===== config.mk =====
export PLATFORM = sky130hd
export DESIGN_NAME = gpio_altport
export DESIGN_NICKNAME = d
export VERILOG_FILES = /design/src/rtl/gpio_altport_pkg.sv /design/src/rtl/gpio_altport_rstsync.sv /design/src/rtl/gpio_altport_sync.sv /design/src/rtl/gpio_altport_regs.sv /design/src/rtl/gpio_altport_mux.sv /design/src/rtl/gpio_altport.sv
export SDC_FILE = /design/constraint.sdc
export NUM_CORES = 1
export LEC_CHECK = 0
export BUFFER_PORTS_ARGS = -buffer_cell sky130_fd_sc_hd__buf_2
export CAP_MARGIN = 5
export CORE_ASPECT_RATIO = 1.75
export CORE_MARGIN = 3
export CORE_UTILIZATION = 26
export DETAILED_ROUTE_END_ITERATION = 6
export PLACE_DENSITY = 0.53
export SKIP_CTS_REPAIR_TIMING = 1
export SLEW_MARGIN = 25
export SYNTH_ARGS = -nofsm -noshare
export SYNTH_HDL_FRONTEND = slang
export SYNTH_HIERARCHICAL = 1
export SYNTH_SLANG_ARGS = --single-unit

===== constraint.sdc =====
create_clock -name clk -period 2.24 [get_ports clk]
set_input_delay 0.224 -clock clk [delete_from_list [all_inputs] [get_ports clk]]
set_output_delay 0.224 -clock clk [all_outputs]
set_load 0.02 [all_outputs]

===== src/rtl/gpio_altport_pkg.sv =====
package gpio_altport_pkg;
  typedef enum logic [1:0] {
    SEL_DATA = 2'd0,
    SEL_DIR  = 2'd1,
    SEL_OWN  = 2'd2,
    SEL_NONE = 2'd3
  } reg_sel_e;
endpackage


===== src/rtl/gpio_altport_rstsync.sv =====
module gpio_altport_rstsync (
  input  logic clk,
  input  logic rst_n,
  output logic rst_s_n
);
  logic [1:0] stage_q;

  always_ff @(posedge clk or negedge rst_n) begin
    if (!rst_n) stage_q <= 2'b00;
    else        stage_q <= {stage_q[0], 1'b1};
  end

  assign rst_s_n = stage_q[1];
endmodule


===== src/rtl/gpio_altport_sync.sv =====
module gpio_altport_sync #(
  parameter int W = 8
) (
  input  logic         clk,
  input  logic         rst_n,
  input  logic [W-1:0] d_i,
  output logic [W-1:0] q_o
);
  logic [W-1:0] meta_q, meta_d;
  logic [W-1:0] safe_q, safe_d;

  always_comb begin
    meta_d = d_i;
    safe_d = meta_q;
  end

  always_ff @(posedge clk or negedge rst_n) begin
    if (!rst_n) begin
      meta_q <= '0;
      safe_q <= '0;
    end else begin
      meta_q <= meta_d;
      safe_q <= safe_d;
    end
  end

  assign q_o = safe_q;

  // Cycles since reset, for the latency check only.
  logic [1:0] warm_q;
  always_ff @(posedge clk or negedge rst_n) begin
    if (!rst_n)              warm_q <= 2'd0;
    else if (warm_q != 2'd3) warm_q <= warm_q + 2'd1;
  end


  sync_delay_chk: assert property (@(posedge clk) disable iff (!rst_n)
    (warm_q == 2'd3) |-> (q_o == $past(d_i, 2)));
endmodule


===== src/rtl/gpio_altport_regs.sv =====
module gpio_altport_regs
  import gpio_altport_pkg::*;
#(
  parameter int             NPINS       = 8,
  parameter int             REG_W       = 16,
  parameter logic [NPINS-1:0] ASSIGN_MASK = 8'h7B
) (
  input  logic             clk,
  input  logic             rst_n,
  input  logic             wr_i,
  input  logic [1:0]       addr_i,
  input  logic [REG_W-1:0] wdata_i,
  input  logic [NPINS-1:0] pins_i,
  output logic [REG_W-1:0] rdata_o,
  output logic [NPINS-1:0] latch_o,
  output logic [NPINS-1:0] dir_o,
  output logic [NPINS-1:0] own_o
);
  localparam int PAD_W = REG_W - NPINS;

  reg_sel_e         sel;
  logic             latch_en, dir_en, own_en;
  logic [NPINS-1:0] latch_q, latch_d;
  logic [NPINS-1:0] dir_q, dir_d;
  logic [NPINS-1:0] own_q, own_d;
  logic             unused_hi;

  assign sel       = reg_sel_e'(addr_i);
  assign unused_hi = ^wdata_i[REG_W-1:NPINS];

  always_comb begin
    latch_en = wr_i && (sel == SEL_DATA);
    dir_en   = wr_i && (sel == SEL_DIR);
    own_en   = wr_i && (sel == SEL_OWN);
    latch_d  = wdata_i[NPINS-1:0];
    dir_d    = wdata_i[NPINS-1:0];
    own_d    = wdata_i[NPINS-1:0] & ASSIGN_MASK;
  end

  always_ff @(posedge clk or negedge rst_n) begin
    if (!rst_n)        latch_q <= '0;
    else if (latch_en) latch_q <= latch_d;
  end

  always_ff @(posedge clk or negedge rst_n) begin
    if (!rst_n)      dir_q <= '0;
    else if (dir_en) dir_q <= dir_d;
  end

  always_ff @(posedge clk or negedge rst_n) begin
    if (!rst_n)      own_q <= '0;
    else if (own_en) own_q <= own_d;
  end

  always_comb begin
    unique case (sel)
      SEL_DATA: rdata_o = {{PAD_W{1'b0}}, pins_i};
      SEL_DIR:  rdata_o = {{PAD_W{1'b0}}, dir_q};
      SEL_OWN:  rdata_o = {{PAD_W{1'b0}}, own_q};
      default:  rdata_o = '0;
    endcase
  end

  assign latch_o = latch_q;
  assign dir_o   = dir_q;
  assign own_o   = own_q;


  reserved_zero_chk: assert property (@(posedge clk) disable iff (!rst_n)
    (own_q & ~ASSIGN_MASK) == '0);


  data_latch_chk: assert property (@(posedge clk) disable iff (!rst_n)
    (wr_i && addr_i == 2'd0) |=> (latch_q == $past(wdata_i[NPINS-1:0])));


  dir_keeps_data_chk: assert property (@(posedge clk) disable iff (!rst_n)
    (wr_i && addr_i != 2'd0) |=> $stable(latch_q));


  none_addr_chk: assert property (@(posedge clk) disable iff (!rst_n)
    (wr_i && addr_i == 2'd3) |=> ($stable(dir_q) && $stable(own_q)));
endmodule


===== src/rtl/gpio_altport_mux.sv =====
module gpio_altport_mux #(
  parameter int NPINS = 8
) (
  input  logic [NPINS-1:0] own_i,
  input  logic [NPINS-1:0] latch_i,
  input  logic [NPINS-1:0] dir_i,
  input  logic [NPINS-1:0] per_out_i,
  input  logic [NPINS-1:0] per_oe_i,
  output logic [NPINS-1:0] pad_out_o,
  output logic [NPINS-1:0] pad_oe_o
);
  for (genvar p = 0; p < NPINS; p++) begin : g_pin
    always_comb begin
      if (own_i[p]) begin
        pad_out_o[p] = per_out_i[p];
        pad_oe_o[p]  = per_oe_i[p];
      end else begin
        pad_out_o[p] = latch_i[p];
        pad_oe_o[p]  = dir_i[p];
      end
    end
  end
endmodule


===== src/rtl/gpio_altport.sv =====
module gpio_altport #(
  parameter int               NPINS       = 8,
  parameter int               REG_W       = 16,
  parameter logic [NPINS-1:0] ASSIGN_MASK = 8'h7B
) (
  input  logic             clk,
  input  logic             rst_n,
  input  logic             reg_wr,
  input  logic [1:0]       reg_addr,
  input  logic [REG_W-1:0] reg_wdata,
  output logic [REG_W-1:0] reg_rdata,
  input  logic [NPINS-1:0] per_out,
  input  logic [NPINS-1:0] per_oe,
  output logic [NPINS-1:0] per_in,
  input  logic [NPINS-1:0] pad_in,
  output logic [NPINS-1:0] pad_out,
  output logic [NPINS-1:0] pad_oe
);
  logic             rst_s_n;
  logic [NPINS-1:0] pins_s, latch_w, dir_w, own_w;

  gpio_altport_rstsync u_rst (
    .clk     (clk),
    .rst_n   (rst_n),
    .rst_s_n (rst_s_n)
  );

  gpio_altport_sync #(.W(NPINS)) u_sync (
    .clk   (clk),
    .rst_n (rst_s_n),
    .d_i   (pad_in),
    .q_o   (pins_s)
  );

  gpio_altport_regs #(
    .NPINS       (NPINS),
    .REG_W       (REG_W),
    .ASSIGN_MASK (ASSIGN_MASK)
  ) u_regs (
    .clk     (clk),
    .rst_n   (rst_s_n),
    .wr_i    (reg_wr),
    .addr_i  (reg_addr),
    .wdata_i (reg_wdata),
    .pins_i  (pins_s),
    .rdata_o (reg_rdata),
    .latch_o (latch_w),
    .dir_o   (dir_w),
    .own_o   (own_w)
  );

  gpio_altport_mux #(.NPINS(NPINS)) u_mux (
    .own_i     (own_w),
    .latch_i   (latch_w),
    .dir_i     (dir_w),
    .per_out_i (per_out),
    .per_oe_i  (per_oe),
    .pad_out_o (pad_out),
    .pad_oe_o  (pad_oe)
  );

  assign per_in = pins_s;


  reset_inputs_chk: assert property (@(posedge clk) disable iff (!rst_s_n)
    $rose(rst_s_n) |-> (pad_oe == '0));
endmodule


== Yosys cells after proc, flatten, opt, wreduce, memory -nomap -nowiden ==
Cells that the tools add are included.

* Register bits after elaboration: 40
* Output and inout bits: 40
* Input port bits: 45
* Word-level logic and storage cells: 25

* Reduce and logical (&&, ||, !) cells: 4
* Eq/ne operators: 2
* Muxes and demuxes: 13

{| class="wikitable"
|+ Operators by type and width
! kind !! count
|-
| $pmux W8 S3 || 1
|-
| $mux W1 || 12
|-
| $logic_and A1 B1 Y1 || 3
|-
| $eq A2 B1 Y1 const B || 1
|-
| $eq A2 B2 Y1 const B || 1
|-
| $logic_not A2 Y1 || 1
|}

== Longest topological paths before layout ==
* Depth in word-level cells: 2
* Depth in mapped cells: 3
* Depth with buffers taken out: 2

== By module ==
The synthesis kept the hierarchy.

{| class="wikitable"
|+ By module, submodules not included
! module !! seq. area each (µm²) !! area each (µm²) !! times used !! cells each
|-
| gpio_altport_regs || 550.5 || 1,083.5 || 1 || 77
|-
| gpio_altport_sync || 400.4 || 400.4 || 1 || 16
|-
| gpio_altport_mux || 0.0 || 232.7 || 1 || 16
|-
| gpio_altport_rstsync || 50.0 || 53.8 || 1 || 3
|}

== Worst setup path after synthesis ==
No wires, ideal clock.

* Path type: in2out
* From: input port reg_addr[0]
* To: output port reg_rdata[0]
* Slack: 1,078 ps
* Stages on the path: 3
* Arrival: 938 ps
* Buffers on the path: 1
* Path through: buf_4 -> nor2b_1 -> o2bb2ai_1

* Word-level cells in the longest chain between the ends: 2

{| class="wikitable"
|+ RTL lines
! what !! line !! text
|-
| from (decl) || gpio_altport.sv:9 || <nowiki>input logic [1:0] reg_addr,</nowiki>
|-
| $eq A2 B2 Y1, or another cell as far along || gpio_altport_regs.sv:56 || <nowiki>unique case (sel)</nowiki>
|-
| $pmux W8 S3 (*) || gpio_altport_regs.sv:56 ||
|-
| to (decl) || gpio_altport.sv:11 || <nowiki>output logic [REG_W-1:0] reg_rdata,</nowiki>
|}

Mark *: on every way between the ends. The rest lies on a longest branch, timed or not.

== Worst setup path in the final report ==
* From: input port reg_addr[0]
* To: output port reg_rdata[4]

Same word-level chain as after synthesis.

==> metrics list <==
* Result of the run: completed
- The die covers 0.00787 mm2.
- Total GRT Usage: 0.104
- The initial utilization of the core area, before any placement, comes to 0.269.
- Antenna violations before repair: 0
- Synthesized-area fraction occupied by xor and xnor cells: 0
- Max-cap viol count: 0
* Total number of H-tree levels: 2
- Required time worst endpoint: ~2.0 ns
* Number of max-slew violations in the final report: 0
- The number of global-route vias before repair came to roughly 1100.
* Wire length of the first global-routing pass: ~6 mm
- On the final layout, the worst clock skew is about 0.0046 ns.
* Cell depth of the worst flop-to-flop path: 0
* Crit-path max FO: 12
- Counting flops and latches in the post-synthesis netlist gives 40.
- IO Pins: 85
- Area of the mapped netlist: roughly 0.0018 mm2
- The critical path is of the input pin to output port type.
- Vert. Die Dim: between 100 and 150 um
- In this run the remaining antenna-violating nets after routing total 0.
- The tightest hold path in the finished design has a slack of 0.0536 ns.
- TritonCTS built the clock tree.
- Overall power consumption after layout is estimated at around 2.1 mW.
* Gate Count Post-Synth: approximately 110
* Count of nets after finishing: about 230
- Proportion of synthesized area in mux cells: 0.317
* Smallest setup slack after layout: around 0.77 ns
- Compound-gate portion of the synthesized area: 0.0297
- Register area: roughly 0.0010 mm2
* Min-Delay Path Class: input pin to flip-flop
* Portion of synthesized cell area occupied by the leading cell type: 0.565
- For the final routed database, the setup TNS stands at 0 ns.
- Placeable core region: 0.00659 mm2
* Average cell area after synthesis: between 15 and 20 um2
- The startpoint identified for the worst hold timing path is pad_in[5].
- Post-synthesis to final-layout area growth: 31.0%
* Initial DRC Count: 27
* Number of sinks on the clock net: 40
* Average wire per standard cell: roughly 14 um
* Most area-consuming cells after synthesis: sky130_fd_sc_hd__dfrtp_1, sky130_fd_sc_hd__mux2_2, sky130_fd_sc_hd__mux2_4
- Wire length on met1: ~1.4 mm
- Setup repair after global routing left no endpoint under its margin.
- Total number of placement rows: 39
- Routability congestion estimate: ~0.7
* Area taken by multi-input logic gates: 709 um2
* Leak pwr: roughly 1.2 nW
* Area share of and/or/nand/nor cells after synthesis: 0.0311
- Setup slack on the worst reg-to-reg path comes out at between 1 and 1.5 ns.
- Once placement finished, the instance area stood at roughly 0.0022 mm2.
* Maximum resistive drop on vdd: between 0.5 and 0.6 mV
- STA classifies the critical path endpoint as an output port.
- In the final layout, the share of cells above drive strength 1 is 0.615.
- Final period util: 0.657
- Counting instances, the worst hold path has a depth of 1.
- Via-to-Cell Ratio: roughly 4.3
* Number of unique standard cell types used by synthesis: 13
- Counting the buffers created by CTS gives 5.
* Worst skew pair latency: between 0.2 and 0.3 ns
- Power Dens Cells: just under 900 mW/mm2
- The finished cells cover approximately 0.0023 mm2.
- Measured on the finished design, the core utilization comes to 0.352.
- Time the final worst path needs with I/O delays and setup: about 1.5 ns
* Share of synthesized area occupied by flip-flops and latches: 0.565
- Counting the fill cells in the layout gives approximately 670.
- Worst Max-Slew Pin Slew: 0.831 ns
- Of the total synthesized cell area, the portion taken by full adders, half adders and majority gates is 0.
- The worst setup path is launched from an input pin.
- After clock tree synthesis, the clock-pin slew on the worst setup and hold paths is ~0.050 ns.
* Clock Tree Buf Depth: 2
- Uppermost layer routed: met4
* Beginning of the critical path: reg_addr[0]
- Routed wl met2: ~2.1 mm
- From left edge to right edge, the die measures roughly 70 um.
* Half-perimeter wire length after detailed placement: approximately 2.9 mm
* Capturing point of the worst reg2reg path: u_regs/own_o[4]
* Number of endpoints with negative hold slack in the final report: 0
- For this run, the detailed router's first-pass iteration total came to 3.
- Grt total ovfl: 0
- Setup violations remaining at the end of the flow were counted as 0.
* Final WL: 3.86 mm
* Non-filler instance count after layout: 269
- The path with the worst hold slack has its endpoint at u_sync/meta_q[5].
* Arrival time at the worst endpoint: 1.25 ns
- Combinational family with the most area after synthesis: multiplexers
* Sum of met3 wire segment lengths after detailed routing: roughly 200 um
- Prior to clock tree synthesis, the placed netlist has a worst setup slack of 0.649 ns.
* Largest area contributor in the synthesized netlist: sky130_fd_sc_hd__dfrtp_1
- Pin count of the biggest net entering global routing: 39
- Clock tree synthesis selected as its root buffer the cell sky130_fd_sc_hd__clkbuf_16.
- Timing-limited maximum frequency: around 680 MHz
- Diodes inserted: 0
- For this run, the number of Yosys warnings is 6.
* Launching point of the worst reg2reg path: u_rst/stage_q[1]
- Placed cell count: 260
- Number of design rule violations left after detail routing: 0
* Count of buffers inserted at the top-level ports: 68
- Remaining max-slew budget at the tightest pin: 0.446
- Total via count in the routed design: 1145
layout by cell type, fill, tap and decap left out, types with 2 or more instances in the layout:
| cell type | n |
|---|---|
| sky130_fd_sc_hd__buf_2 | 68 |
| sky130_fd_sc_hd__dfrtp_1 | 39 |
| sky130_fd_sc_hd__mux2_2 | 22 |
| sky130_fd_sc_hd__mux2_4 | 14 |
| sky130_fd_sc_hd__conb_1 | 11 |
| sky130_fd_sc_hd__mux2i_1 | 8 |
| sky130_fd_sc_hd__o2bb2ai_1 | 6 |
| sky130_fd_sc_hd__clkbuf_16 | 5 |
| sky130_fd_sc_hd__clkbuf_1 | 2 |
| sky130_fd_sc_hd__mux2_1 | 2 |
| sky130_fd_sc_hd__nor2_1 | 2 |
| sky130_fd_sc_hd__nand3b_2 | 2 |
where the power goes:
group	switching (mW)	internal (mW)	total [mW]	leakage, nW
clock	0.248	0.443	0.691	0.0712
sequential	0.0834	0.815	0.899	0.469
combinational	0.224	0.245	0.469	0.613
total	0.556	1.50	2.06	1.15
Yosys cell counts:
cell,number
sky130_fd_sc_hd__nor2_1,2
sky130_fd_sc_hd__dfrtp_1,40
sky130_fd_sc_hd__mux2_2,22
sky130_fd_sc_hd__buf_6,1
sky130_fd_sc_hd__mux2_4,14
sky130_fd_sc_hd__mux2i_1,8
sky130_fd_sc_hd__nor3b_4,1
sky130_fd_sc_hd__mux2_1,2
sky130_fd_sc_hd__conb_1,2
sky130_fd_sc_hd__o2bb2ai_1,6
sky130_fd_sc_hd__buf_4,11
sky130_fd_sc_hd__nor2b_1,1
sky130_fd_sc_hd__nand3b_2,2
layout make-up:
class / count / share of cell area
timing repair buffer: 70 / 0.154
sequential: 40 / 0.432
clock buffer: 8 / 0.0631
multi-input combinational: 69 / 0.306
tap: 82 / 0.0443
metal layers:
| layer | track usage | vias to the layer above |
|---|---|---|
| met1 | 0.113 | 569 |
| met3 | 0.0235 | 6 |
| met2 | 0.182 | 43 |
| met5 | 0 | - |
| met4 | 0.0478 | 0 |
| li1 | - | 527 |
logic make-up (layout without fill, tap and decap cells):
group | count (synthesis) | after routing
mux | 46 | 46
other cells | 2 | 11
flops | 40 | 40
buf+inv | 12 | 78
simple gates | 6 | 6
compound gates | 6 | 6
worst max-delay path by stage:
stage                        end  slack, ns  depth (start not counted)
5_1_grt             reg_rdata[0]       0.71                          5
2_1_floorplan    u_regs/dir_o[0]       1.04                          0
6_report            reg_rdata[4]       0.77                          5
3_5_place_dp   u_regs/latch_o[4]       0.65                          3
4_1_cts             reg_rdata[4]       0.73                          5
3_3_place_gp   u_regs/latch_o[5]       0.66                          3
sequential cells by signal (all words and copies together) (netlist names):
| signal | count |
|---|---|
| u_regs/dir_o | 8 |
| u_regs/latch_o | 8 |
| u_sync/meta_q | 8 |
| u_sync/q_o | 8 |
| u_regs/own_o | 6 |
| u_rst/stage_q | 2 |
critical path: stages:
cell and delay, ns:
sky130_fd_sc_hd__buf_2 0.28, sky130_fd_sc_hd__nor2b_1 0.23, sky130_fd_sc_hd__buf_4 0.18, sky130_fd_sc_hd__o2bb2ai_1 0.13, sky130_fd_sc_hd__buf_2 0.19
No activity file was read; power rests on OpenSTA's default activity.
